==> src/rtl/pz_pkg.sv <==
package pz_pkg;

  typedef enum logic [1:0] {
    OP_INJECT = 2'd0,
    OP_CLEAR  = 2'd1,
    OP_QUERY  = 2'd2,
    OP_LOG    = 2'd3
  } pz_op_e;

  localparam logic [1:0] ST_OK        = 2'd0;
  localparam logic [1:0] ST_BAD_INPUT = 2'd1;
  localparam logic [1:0] ST_BAD_ADDR  = 2'd2;
  localparam logic [1:0] ST_INJ_FULL  = 2'd3;

  localparam logic [2:0] INJ_TYPE = 3'b010;

endpackage

==> src/rtl/pz_table.sv <==
// Range storage: data in an inferable memory with a registered read port,
// valid bits in flops so that reset can empty the table in one cycle.
module pz_table #(
  parameter int DEPTH = 16,
  parameter int DW    = 45,
  localparam int IW   = $clog2(DEPTH)
) (
  input  logic             clk,
  input  logic             rst,
  input  logic             wr_en,
  input  logic [IW-1:0]    wr_idx,
  input  logic [DW-1:0]    wr_data,
  input  logic             wr_vld,
  input  logic [IW-1:0]    rd_idx,
  output logic [DW-1:0]    rd_data,
  output logic [DEPTH-1:0] vld
);

  logic [DW-1:0] mem [DEPTH];

  always_ff @(posedge clk) begin
    if (wr_en) mem[wr_idx] <= wr_data;
    rd_data <= mem[rd_idx];
  end

  always_ff @(posedge clk) begin
    if (rst) vld <= '0;
    else if (wr_en) vld[wr_idx] <= wr_vld;
  end

endmodule

==> src/rtl/pz_window.sv <==
// Overlap, clipping and split arithmetic for one stored range.
module pz_window #(
  parameter int LAW = 26,
  parameter int LW  = 16
) (
  input  logic [LAW-1:0] e_start,
  input  logic [LW-1:0]  e_len,
  input  logic [LAW-1:0] q_start,
  input  logic [LW-1:0]  q_len,
  input  logic [LAW-1:0] line,
  output logic           hit,
  output logic [LAW-1:0] clip_start,
  output logic [LW-1:0]  clip_lines,
  output logic           holds,
  output logic           has_lo,
  output logic [LW-1:0]  lo_len,
  output logic           has_hi,
  output logic [LAW-1:0] hi_start,
  output logic [LW-1:0]  hi_len
);

  logic [LAW:0] e_s, e_end, q_s, q_end, ln, ln1, lo, hi_end;

  always_comb begin
    e_s    = {1'b0, e_start};
    q_s    = {1'b0, q_start};
    ln     = {1'b0, line};
    e_end  = e_s + (LAW+1)'(e_len);
    q_end  = q_s + (LAW+1)'(q_len);
    ln1    = ln + 1'b1;
    hit    = (e_len != '0) && (q_len != '0) && (e_s < q_end) && (e_end > q_s);
    lo     = (e_s > q_s) ? e_s : q_s;
    hi_end = (e_end < q_end) ? e_end : q_end;
    clip_start = lo[LAW-1:0];
    clip_lines = LW'(hi_end - lo);
    holds    = (ln >= e_s) && (ln1 <= e_end);
    has_lo   = ln > e_s;
    lo_len   = LW'(ln - e_s);
    has_hi   = ln1 < e_end;
    hi_start = ln1[LAW-1:0];
    hi_len   = LW'(e_end - ln1);
  end

endmodule

==> src/rtl/pz_tracker.sv <==
module pz_tracker
  import pz_pkg::*;
#(
  parameter int AW        = 32,
  parameter int LW        = 16,
  parameter int ENTRIES   = 16,
  parameter int TSW       = 32,
  parameter int MEM_LINES = 4096
) (
  input  logic           clk,
  input  logic           rst,
  input  logic           cmd_valid,
  input  logic [1:0]     cmd_op,
  input  logic [AW-1:0]  cmd_addr,
  input  logic [LW-1:0]  cmd_len,
  input  logic [2:0]     cmd_type,
  output logic           busy,
  output logic           done,
  output logic [1:0]     status,
  output logic           rec_valid,
  output logic [AW-1:0]  rec_addr,
  output logic [LW-1:0]  rec_lines,
  output logic [7:0]     rsp_flags,
  output logic [TSW-1:0] ovf_stamp
);

  localparam int LAW = AW - 6;
  localparam int IW  = $clog2(ENTRIES);
  localparam int DW  = LAW + LW + 3;
  localparam logic [IW:0]   N_ENT    = (IW+1)'(ENTRIES);
  localparam logic [IW-1:0] LAST_IDX = IW'(ENTRIES - 1);
  localparam logic [LAW:0]  MEM_LIM  = (LAW+1)'(MEM_LINES);

  typedef enum logic [1:0] {S_IDLE, S_SCAN, S_POST, S_FIX2} st_e;

  st_e             state;
  pz_op_e          op_q;
  logic [LAW-1:0]  line_q;
  logic [LW-1:0]   len_q;
  logic [2:0]      type_q;
  logic [IW:0]     scan_cnt;
  logic            ev_pend;
  logic [IW-1:0]   ev_idx;
  logic            found, free_ok;
  logic [IW-1:0]   found_idx, free_idx;
  logic [LAW-1:0]  f_start, f_hi_start;
  logic [LW-1:0]   f_lo_len, f_hi_len;
  logic [2:0]      f_type;
  logic            f_has_lo, f_has_hi;
  logic            ovf_q;
  logic [TSW-1:0]  tsc;

  // table ports
  logic            wr_en, wr_vld;
  logic [IW-1:0]   wr_idx;
  logic [DW-1:0]   wr_data, rd_data;
  logic [ENTRIES-1:0] tbl_vld;

  pz_table #(.DEPTH(ENTRIES), .DW(DW)) tbl_i (
    .clk(clk), .rst(rst), .wr_en(wr_en), .wr_idx(wr_idx), .wr_data(wr_data),
    .wr_vld(wr_vld), .rd_idx(scan_cnt[IW-1:0]), .rd_data(rd_data), .vld(tbl_vld)
  );

  logic [LAW-1:0] e_start;
  logic [LW-1:0]  e_len;
  logic [2:0]     e_type;
  assign e_start = rd_data[DW-1 -: LAW];
  assign e_len   = rd_data[LW+2 -: LW];
  assign e_type  = rd_data[2:0];

  logic           w_hit, w_holds, w_has_lo, w_has_hi;
  logic [LAW-1:0] w_clip_start, w_hi_start;
  logic [LW-1:0]  w_clip_lines, w_lo_len, w_hi_len;

  pz_window #(.LAW(LAW), .LW(LW)) win_i (
    .e_start(e_start), .e_len(e_len), .q_start(line_q), .q_len(len_q), .line(line_q),
    .hit(w_hit), .clip_start(w_clip_start), .clip_lines(w_clip_lines), .holds(w_holds),
    .has_lo(w_has_lo), .lo_len(w_lo_len), .has_hi(w_has_hi), .hi_start(w_hi_start),
    .hi_len(w_hi_len)
  );

  // completion decisions, made after the scan
  logic       ovf_set, fin, to_fix2;
  logic [1:0] fin_st;

  always_comb begin
    wr_en = 1'b0; wr_idx = found_idx; wr_data = '0; wr_vld = 1'b0;
    ovf_set = 1'b0; fin = 1'b0; to_fix2 = 1'b0; fin_st = ST_OK;
    case (state)
      S_POST: begin
        fin = 1'b1;
        case (op_q)
          OP_INJECT: if (!found) begin
            if (!free_ok) fin_st = ST_INJ_FULL;
            else begin
              wr_en = 1'b1; wr_idx = free_idx; wr_vld = 1'b1;
              wr_data = {line_q, LW'(1), INJ_TYPE};
            end
          end
          OP_LOG: begin
            if (!free_ok) ovf_set = 1'b1;
            else begin
              wr_en = 1'b1; wr_idx = free_idx; wr_vld = 1'b1;
              wr_data = {line_q, len_q, type_q};
            end
          end
          OP_CLEAR: if (found) begin
            wr_en = 1'b1; wr_idx = found_idx;
            if (f_has_lo) begin
              wr_data = {f_start, f_lo_len, f_type}; wr_vld = 1'b1;
              if (f_has_hi) begin fin = 1'b0; to_fix2 = 1'b1; end
            end else if (f_has_hi) begin
              wr_data = {f_hi_start, f_hi_len, f_type}; wr_vld = 1'b1;
            end
          end
          default: ;
        endcase
      end
      S_FIX2: begin
        fin = 1'b1;
        if (free_ok) begin
          wr_en = 1'b1; wr_idx = free_idx; wr_vld = 1'b1;
          wr_data = {f_hi_start, f_hi_len, f_type};
        end else ovf_set = 1'b1;
      end
      default: ;
    endcase
  end

  always_ff @(posedge clk) begin
    if (rst) begin
      state <= S_IDLE; busy <= 1'b0; done <= 1'b0; status <= ST_OK;
      rec_valid <= 1'b0; rec_addr <= '0; rec_lines <= '0;
      ovf_q <= 1'b0; ovf_stamp <= '0; tsc <= '0;
      op_q <= OP_INJECT; line_q <= '0; len_q <= '0; type_q <= '0;
      scan_cnt <= '0; ev_pend <= 1'b0; ev_idx <= '0;
      found <= 1'b0; free_ok <= 1'b0; found_idx <= '0; free_idx <= '0;
      f_start <= '0; f_hi_start <= '0; f_lo_len <= '0; f_hi_len <= '0;
      f_type <= '0; f_has_lo <= 1'b0; f_has_hi <= 1'b0;
    end else begin
      tsc <= tsc + 1'b1;
      done <= 1'b0;
      rec_valid <= 1'b0;
      if (ovf_set && !ovf_q) begin
        ovf_q <= 1'b1;
        ovf_stamp <= tsc;
      end
      case (state)
        S_IDLE: if (cmd_valid) begin
          op_q <= pz_op_e'(cmd_op);
          line_q <= cmd_addr[AW-1:6];
          len_q <= cmd_len;
          type_q <= cmd_type;
          scan_cnt <= '0; ev_pend <= 1'b0; found <= 1'b0; free_ok <= 1'b0;
          if (cmd_op == OP_QUERY && cmd_addr[5:0] != 6'd0) begin
            done <= 1'b1; status <= ST_BAD_INPUT;
          end else if (cmd_op == OP_CLEAR && ({1'b0, cmd_addr[AW-1:6]} + 1'b1) > MEM_LIM) begin
            done <= 1'b1; status <= ST_BAD_ADDR;
          end else begin
            state <= S_SCAN; busy <= 1'b1;
          end
        end
        S_SCAN: begin
          if (scan_cnt < N_ENT) begin
            ev_pend <= 1'b1; ev_idx <= scan_cnt[IW-1:0]; scan_cnt <= scan_cnt + 1'b1;
          end else ev_pend <= 1'b0;
          if (ev_pend) begin
            if (!tbl_vld[ev_idx]) begin
              if (!free_ok) begin free_ok <= 1'b1; free_idx <= ev_idx; end
            end else begin
              if (w_holds && !found) begin
                found <= 1'b1; found_idx <= ev_idx;
                f_start <= e_start; f_type <= e_type;
                f_has_lo <= w_has_lo; f_lo_len <= w_lo_len;
                f_has_hi <= w_has_hi; f_hi_start <= w_hi_start; f_hi_len <= w_hi_len;
              end
              if (op_q == OP_QUERY && w_hit) begin
                rec_valid <= 1'b1;
                rec_addr <= {w_clip_start, 3'b000, e_type};
                rec_lines <= w_clip_lines;
              end
            end
            if (ev_idx == LAST_IDX) state <= S_POST;
          end
        end
        S_POST, S_FIX2: begin
          if (to_fix2) state <= S_FIX2;
          else if (fin) begin
            state <= S_IDLE; busy <= 1'b0; done <= 1'b1; status <= fin_st;
          end
        end
        default: state <= S_IDLE;
      endcase
    end
  end

  assign rsp_flags = {6'd0, ovf_q, 1'b0};

  // completion is a single-cycle pulse
  a_r12_done_pulse: assert property (@(posedge clk) disable iff (rst) done |=> !done);
  // records appear only while a command is in flight, and are well formed
  a_r6_rec_busy: assert property (@(posedge clk) disable iff (rst) rec_valid |-> busy);
  a_r6_rec_shape: assert property (@(posedge clk) disable iff (rst)
    rec_valid |-> (rec_lines != '0) && (rec_addr[5:3] == 3'd0));
  // overflow bit is sticky
  a_r10_ovf_sticky: assert property (@(posedge clk) disable iff (rst) rsp_flags[1] |=> rsp_flags[1]);
  // stamp frozen once overflow has been seen
  a_r13_stamp_hold: assert property (@(posedge clk) disable iff (rst) rsp_flags[1] |=> $stable(ovf_stamp));
  // inject-limit status only when every slot holds a range
  a_r4_limit_full: assert property (@(posedge clk) disable iff (rst)
    (done && status == ST_INJ_FULL) |-> (&tbl_vld));

endmodule

==> config.mk <==
export PLATFORM = sky130hd
export DESIGN_NAME = pz_tracker
export DESIGN_NICKNAME = d
export VERILOG_FILES = /design/src/rtl/pz_pkg.sv /design/src/rtl/pz_table.sv /design/src/rtl/pz_window.sv /design/src/rtl/pz_tracker.sv
export SDC_FILE = /design/constraint.sdc
export NUM_CORES = 2
export LEC_CHECK = 0
export ABC_AREA = 1
export BUFFER_PORTS_ARGS = -buffer_cell sky130_fd_sc_hd__buf_4
export CAP_MARGIN = 10
export CORE_MARGIN = 4
export CORE_UTILIZATION = 57
export DETAILED_ROUTE_END_ITERATION = 10
export GPL_TIMING_DRIVEN = 0
export PLACE_DENSITY = 0.74
export SETUP_SLACK_MARGIN = 0.1
export SLEW_MARGIN = 10
export SYNTH_ARGS = -nofsm -noshare
export SYNTH_HDL_FRONTEND = slang
export SYNTH_HIERARCHICAL = 1
export SYNTH_SLANG_ARGS = --single-unit
==> constraint.sdc <==
create_clock -name clk -period 5.7 [get_ports clk]
set_clock_uncertainty 0.2 [all_clocks]
set_input_delay 1.425 -clock clk [delete_from_list [all_inputs] [get_ports clk]]
set_output_delay 1.425 -clock clk [all_outputs]
set_load 0.1 [all_outputs]
==> results.md <==
- After synthesis, the netlist uses 66 different library cells.
- The mux contribution to synthesized area is 0.
- The sequential-to-total area share from yosys stat is 0.529.
- Clock latency on the worst-skew pair, taken at its later pin, is 0.73 ns.
- The clock tree root driver cell is clkbuf_16.
- The launching element type of the critical path is a flop.
- The largest net degree at the start of global routing is 47.
- The most frequently used flop master after synthesis is edfxtp_1.
- At the end of routability-driven placement, the weighted congestion stood at 1.00.
- Counting instances in the post-synthesis netlist gives the leading cell types as 1464 x nand2_1, 989 x inv_1, 720 x edfxtp_1.
- Summing all non-filler instances in the final layout gives an area of 0.0619 mm2.
- After filler insertion, the fill cell instance count of the layout stands at 7483.
- Counting the buffers created by CTS gives 106.
- For this design the ratio of total power to cell area is 510 mW/mm2.
- The portion of synthesized cell area occupied by the leading cell type is 0.404.
- Across the run, the number of max-cap violations was 0.
- The average instance area after synthesis is 8.70 um2.
- The aggregate routed wire length is 177000 um.
- The final clock period utilization by the worst path is 1.06.
- The highest achievable clock rate is 166 MHz.
- In this design, the stage delay of the slowest critical-path cell is 0.48 ns.
- The switching power is 13.4 mW.
- The count of cells in the finished layout, fillers not included, comes to 7854.
- After detailed routing, the number of vias per cell comes to 5.73.
- The warning count from the yosys run is 6.
- The final reports fail on setup timing.
- The number of hold-repair buffers added at the cts stage is 0.
- For this design the top-level I/O count stands at 149.
- The final-report setup violation count is 6.
- The synthesized area is 0.0535 mm2.
- Of all nets on the critical path, the largest fanout is 10.
- Yosys mapped a number of flops with a built-in enable equal to 720.
- The internal portion of the total power is 18.1 mW.
- The slew of the pin with the lowest slew margin is 1.32 ns.
- The first global-routing pass estimated 257000 um of wire.
- The area growth from synthesis to layout is 15.7%.
- The number of buffer cells added on primary ports is 138.
- The clock network fraction of design power is 0.226.
- The initial antenna violation count is 6.
- The via count is 45000.
- The worst hold path belongs to the class flop to flop.
- For this run, design rule violations remaining after detail routing come to 0.
- The effective utilization at floorplan is 0.574.
- The worst setup slack after layout is -0.315 ns.
- The analysis attributes to cell leakage a power of 26.2 nW.
- IR analysis of the VDD net gives a maximum drop of 473 uV.
- Row generation in the floorplan step produced 112 rows.
- Once placement finished, the instance area stood at 0.0574 mm2.
- The cell with the largest stage delay on the worst path is or4_4.
- Counting tap cells, the placed design contains a total of 7620 instances.
- Counting both buffers and inverters, the worst setup path holds a total of 4.
- The die is 314 um tall.
- In the final layout, the share of cells above drive strength 1 is 0.118.
- The residual overflow from global routing is 0.
- Dividing the detail-routed wire length by the instance count gives 22.5 um.
- Counting flops with an async set or reset pin after synthesis yields a share of 0.
- Ranked by total cell area, the synthesized netlist is headed by edfxtp_1 40%, dfxtp_1 13%, nand2_1 10%.
- The total design power is 31.5 mW.
- The clock tree buffer depth is 3.
- Among all cell types in the netlist, the one instantiated most often is nand2_1.
- The number of nets in the layout is 6796.
- The routed design could run at a clock period as short as 6.01 ns.
- Among the stages of the critical path, the cell type that occurs most often is nand2_1.
- The floorplan step defined a die boundary enclosing 0.0988 mm2.
- For this run, the total global-route usage over all layers was measured as 0.349.
- The end-of-flow core utilization is 0.664.
- The category of the critical setup timing path is flop to flop.
- The final hold violation count was 0.
- The H-tree was split into 3 levels.
- The first-pass detailed-route iteration total is 6.
- Detailed placement ended at an HPWL of 130000 um.
- Of the total power, combinational logic draws 0.489.
- The die width is 314 um.
- The standard cell core area is 0.0932 mm2.
- The combinational family with the most area after synthesis is simple AND/OR/NAND/NOR gates.
- The synthesized-area fraction occupied by ao, oa, aoi and oai cells was 0.0908.
- The total count of max-transition violations in the final report is 0.
- STA puts the critical path data required time at 6.08 ns.
- The clock-pin slew on the worst setup and hold paths is 0.07 ns.
- CTS saw 1054 sinks.
- The tightest slew margin relative to the limit is 0.113.
- The switching share of total power is 0.426.
- In this run, synthesis produced a sequential element count of 1054.
- The cell count after synthesis is 6149.
- The adder-cell share of the synthesized area is 0.0538.
- The flow ran to the end, but the final reports show violations.
- edfxtp_1 takes more of the synthesized area than any other cell.
- TritonCTS built the clock tree.
- In this run, the number of DRC markers left after iteration 0 of detailed routing was 5139.
- Of the total synthesized cell area, the portion taken by XOR and XNOR cells is 0.0169.
- The number of global-route vias before repair is 42300.
- The sequential share of power is 0.284.
- The synthesized-area fraction occupied by and/or/nand/nor cells is 0.210.
- The worst endpoint data arrival time is 6.40 ns.
- The count of nets left with antenna violations once routing finished came out at 0.
- The kind of cell with the highest combined delay along the critical path is compound AO/OA/AOI/OAI gates.
- The critical path capture point type is a flop.
- Setup repair after global routing could not meet its margin everywhere.
==> state kept, by name, indices dropped and copies added, names as in the netlist, 3 cells and up <==
signal and cells:
ev_idx 4, f_hi_len 16, f_hi_start 26, f_lo_len 16, f_start 26, f_type 3, found_idx 4, free_idx 4
len_q 16, line_q 26, ovf_stamp 32, rec_addr 29, rec_lines 16, scan_cnt 5, tbl_i/mem 720, tbl_i/rd_data 45
tbl_i/vld 16, tsc 32, type_q 3
==> worst reg2reg max path: cells and delay by family (launching register included) <==
family / cells / cell delay (ns)
flip-flops: 1 / 0.37
XOR/XNOR: 1 / 0.18
AND/OR/NAND/NOR: 18 / 1.82
buffers and inverters: 4 / 0.38
adder cells (fa/ha/maj): 4 / 1.02
AO/OA/AOI/OAI: 12 / 1.90
==> cell usage in the layout, fill, tap and decap left out, drive strengths merged, types with 3 or more instances in the layout <==
master   instances
bufinv          12
a211oi          10
nor3b            4
nand2         1489
o21bai          13
nand4           48
fa               5
inv           1005
ha             222
o21a             8
nor4            27
conb            10
nor2           278
and2             5
dfxtp          334
o31ai            3
xor2            75
clkinv          35
xnor2           28
o2111ai          3
a22oi           15
clkbuf         249
a21oi          378
nand3b           7
a221oi           3
o22ai           36
nand3          713
o211ai          53
o21ai          315
nor3            34
edfxtp         720
a31oi           10
a21o            12
or2              3
buf            420
==> layout make-up <==
class	instances	area [um2]	area share
sequential	1054	28300	0.458
clock buffer	145	2890	0.0467
inverter	1004	3780	0.0611
tap	1254	1570	0.0254
buffer	277	1570	0.0253
timing repair buffer	247	2380	0.0384
antenna	1	2.50	0.0000404
multi-input combinational	3823	20700	0.335
clock inverter	49	642	0.0104
==> per-stage QoR <==
stage	setup slack [ns]	hold slack, ns	setup TNS (ns)
after floorplan	0.103	0.225	0
after global placement	-2.07	0.234	-1225.42
after detailed placement	-1.03	0.237	-52.12
after CTS	-0.235	0.246	-0.761
after global routing	-0.650	0.260	-3.64
final	-0.315	0.242	-1.14
==> cell families (layout without fill, tap and decap cells) <==
| logic type | count (synthesis) | count (layout) |
|---|---|---|
| simple gates | 2612 | 2612 |
| buf+inv | 1281 | 1722 |
| flops | 1054 | 1054 |
| compound gates | 871 | 871 |
| fa+ha+maj | 227 | 227 |
| xor+xnor | 103 | 103 |
| other cells | 1 | 11 |
==> layer usage <==
layer | wire [um] | GRT usage | part of all wire | vias up
li1 | - | - | - | 21000
met1 | 65100 | 0.433 | 0.37 | 21100
met2 | 82200 | 0.574 | 0.46 | 2391
met3 | 18400 | 0.0710 | 0.10 | 515
met4 | 11200 | 0.190 | 0.064 | 4
met5 | 27 | 0 | 0.00015 | -
==> power by group through the flow <==
stage / combinational (mW) / clock, mW / sequential, mW
2_1_floorplan: 9.21 / 0 / 8.86
3_3_place_gp: 13.0 / 0 / 9.06
3_5_place_dp: 13.2 / 0 / 9.06
4_1_cts: 14.3 / 7.19 / 8.90
5_1_grt: 16.7 / 7.50 / 8.96
6_report: 15.4 / 7.14 / 8.97
==> worst paths after layout <==
path | startpoint | to | slack (ns) | depth (start not counted)
worst max-delay path | tbl_i/rd_data[3] | rec_lines[14] | -0.31 | 39
worst min-delay path | rec_addr[22] | rec_addr[22] | 0.24 | 2
worst max register to register | tbl_i/rd_data[3] | rec_lines[14] | -0.31 | 39
worst min register to register | rec_addr[22] | rec_addr[22] | 0.24 | 2
==> what timing repair did <==
| item | in CTS | in global routing |
|---|---|---|
| setup buffers | 24 | 12 |
| pin swaps | 27 | 29 |
| endpoints found under the setup margin | 109 | 108 |
| resized for setup | 80 | 61 |
Power figures use the tool's default switching activity.
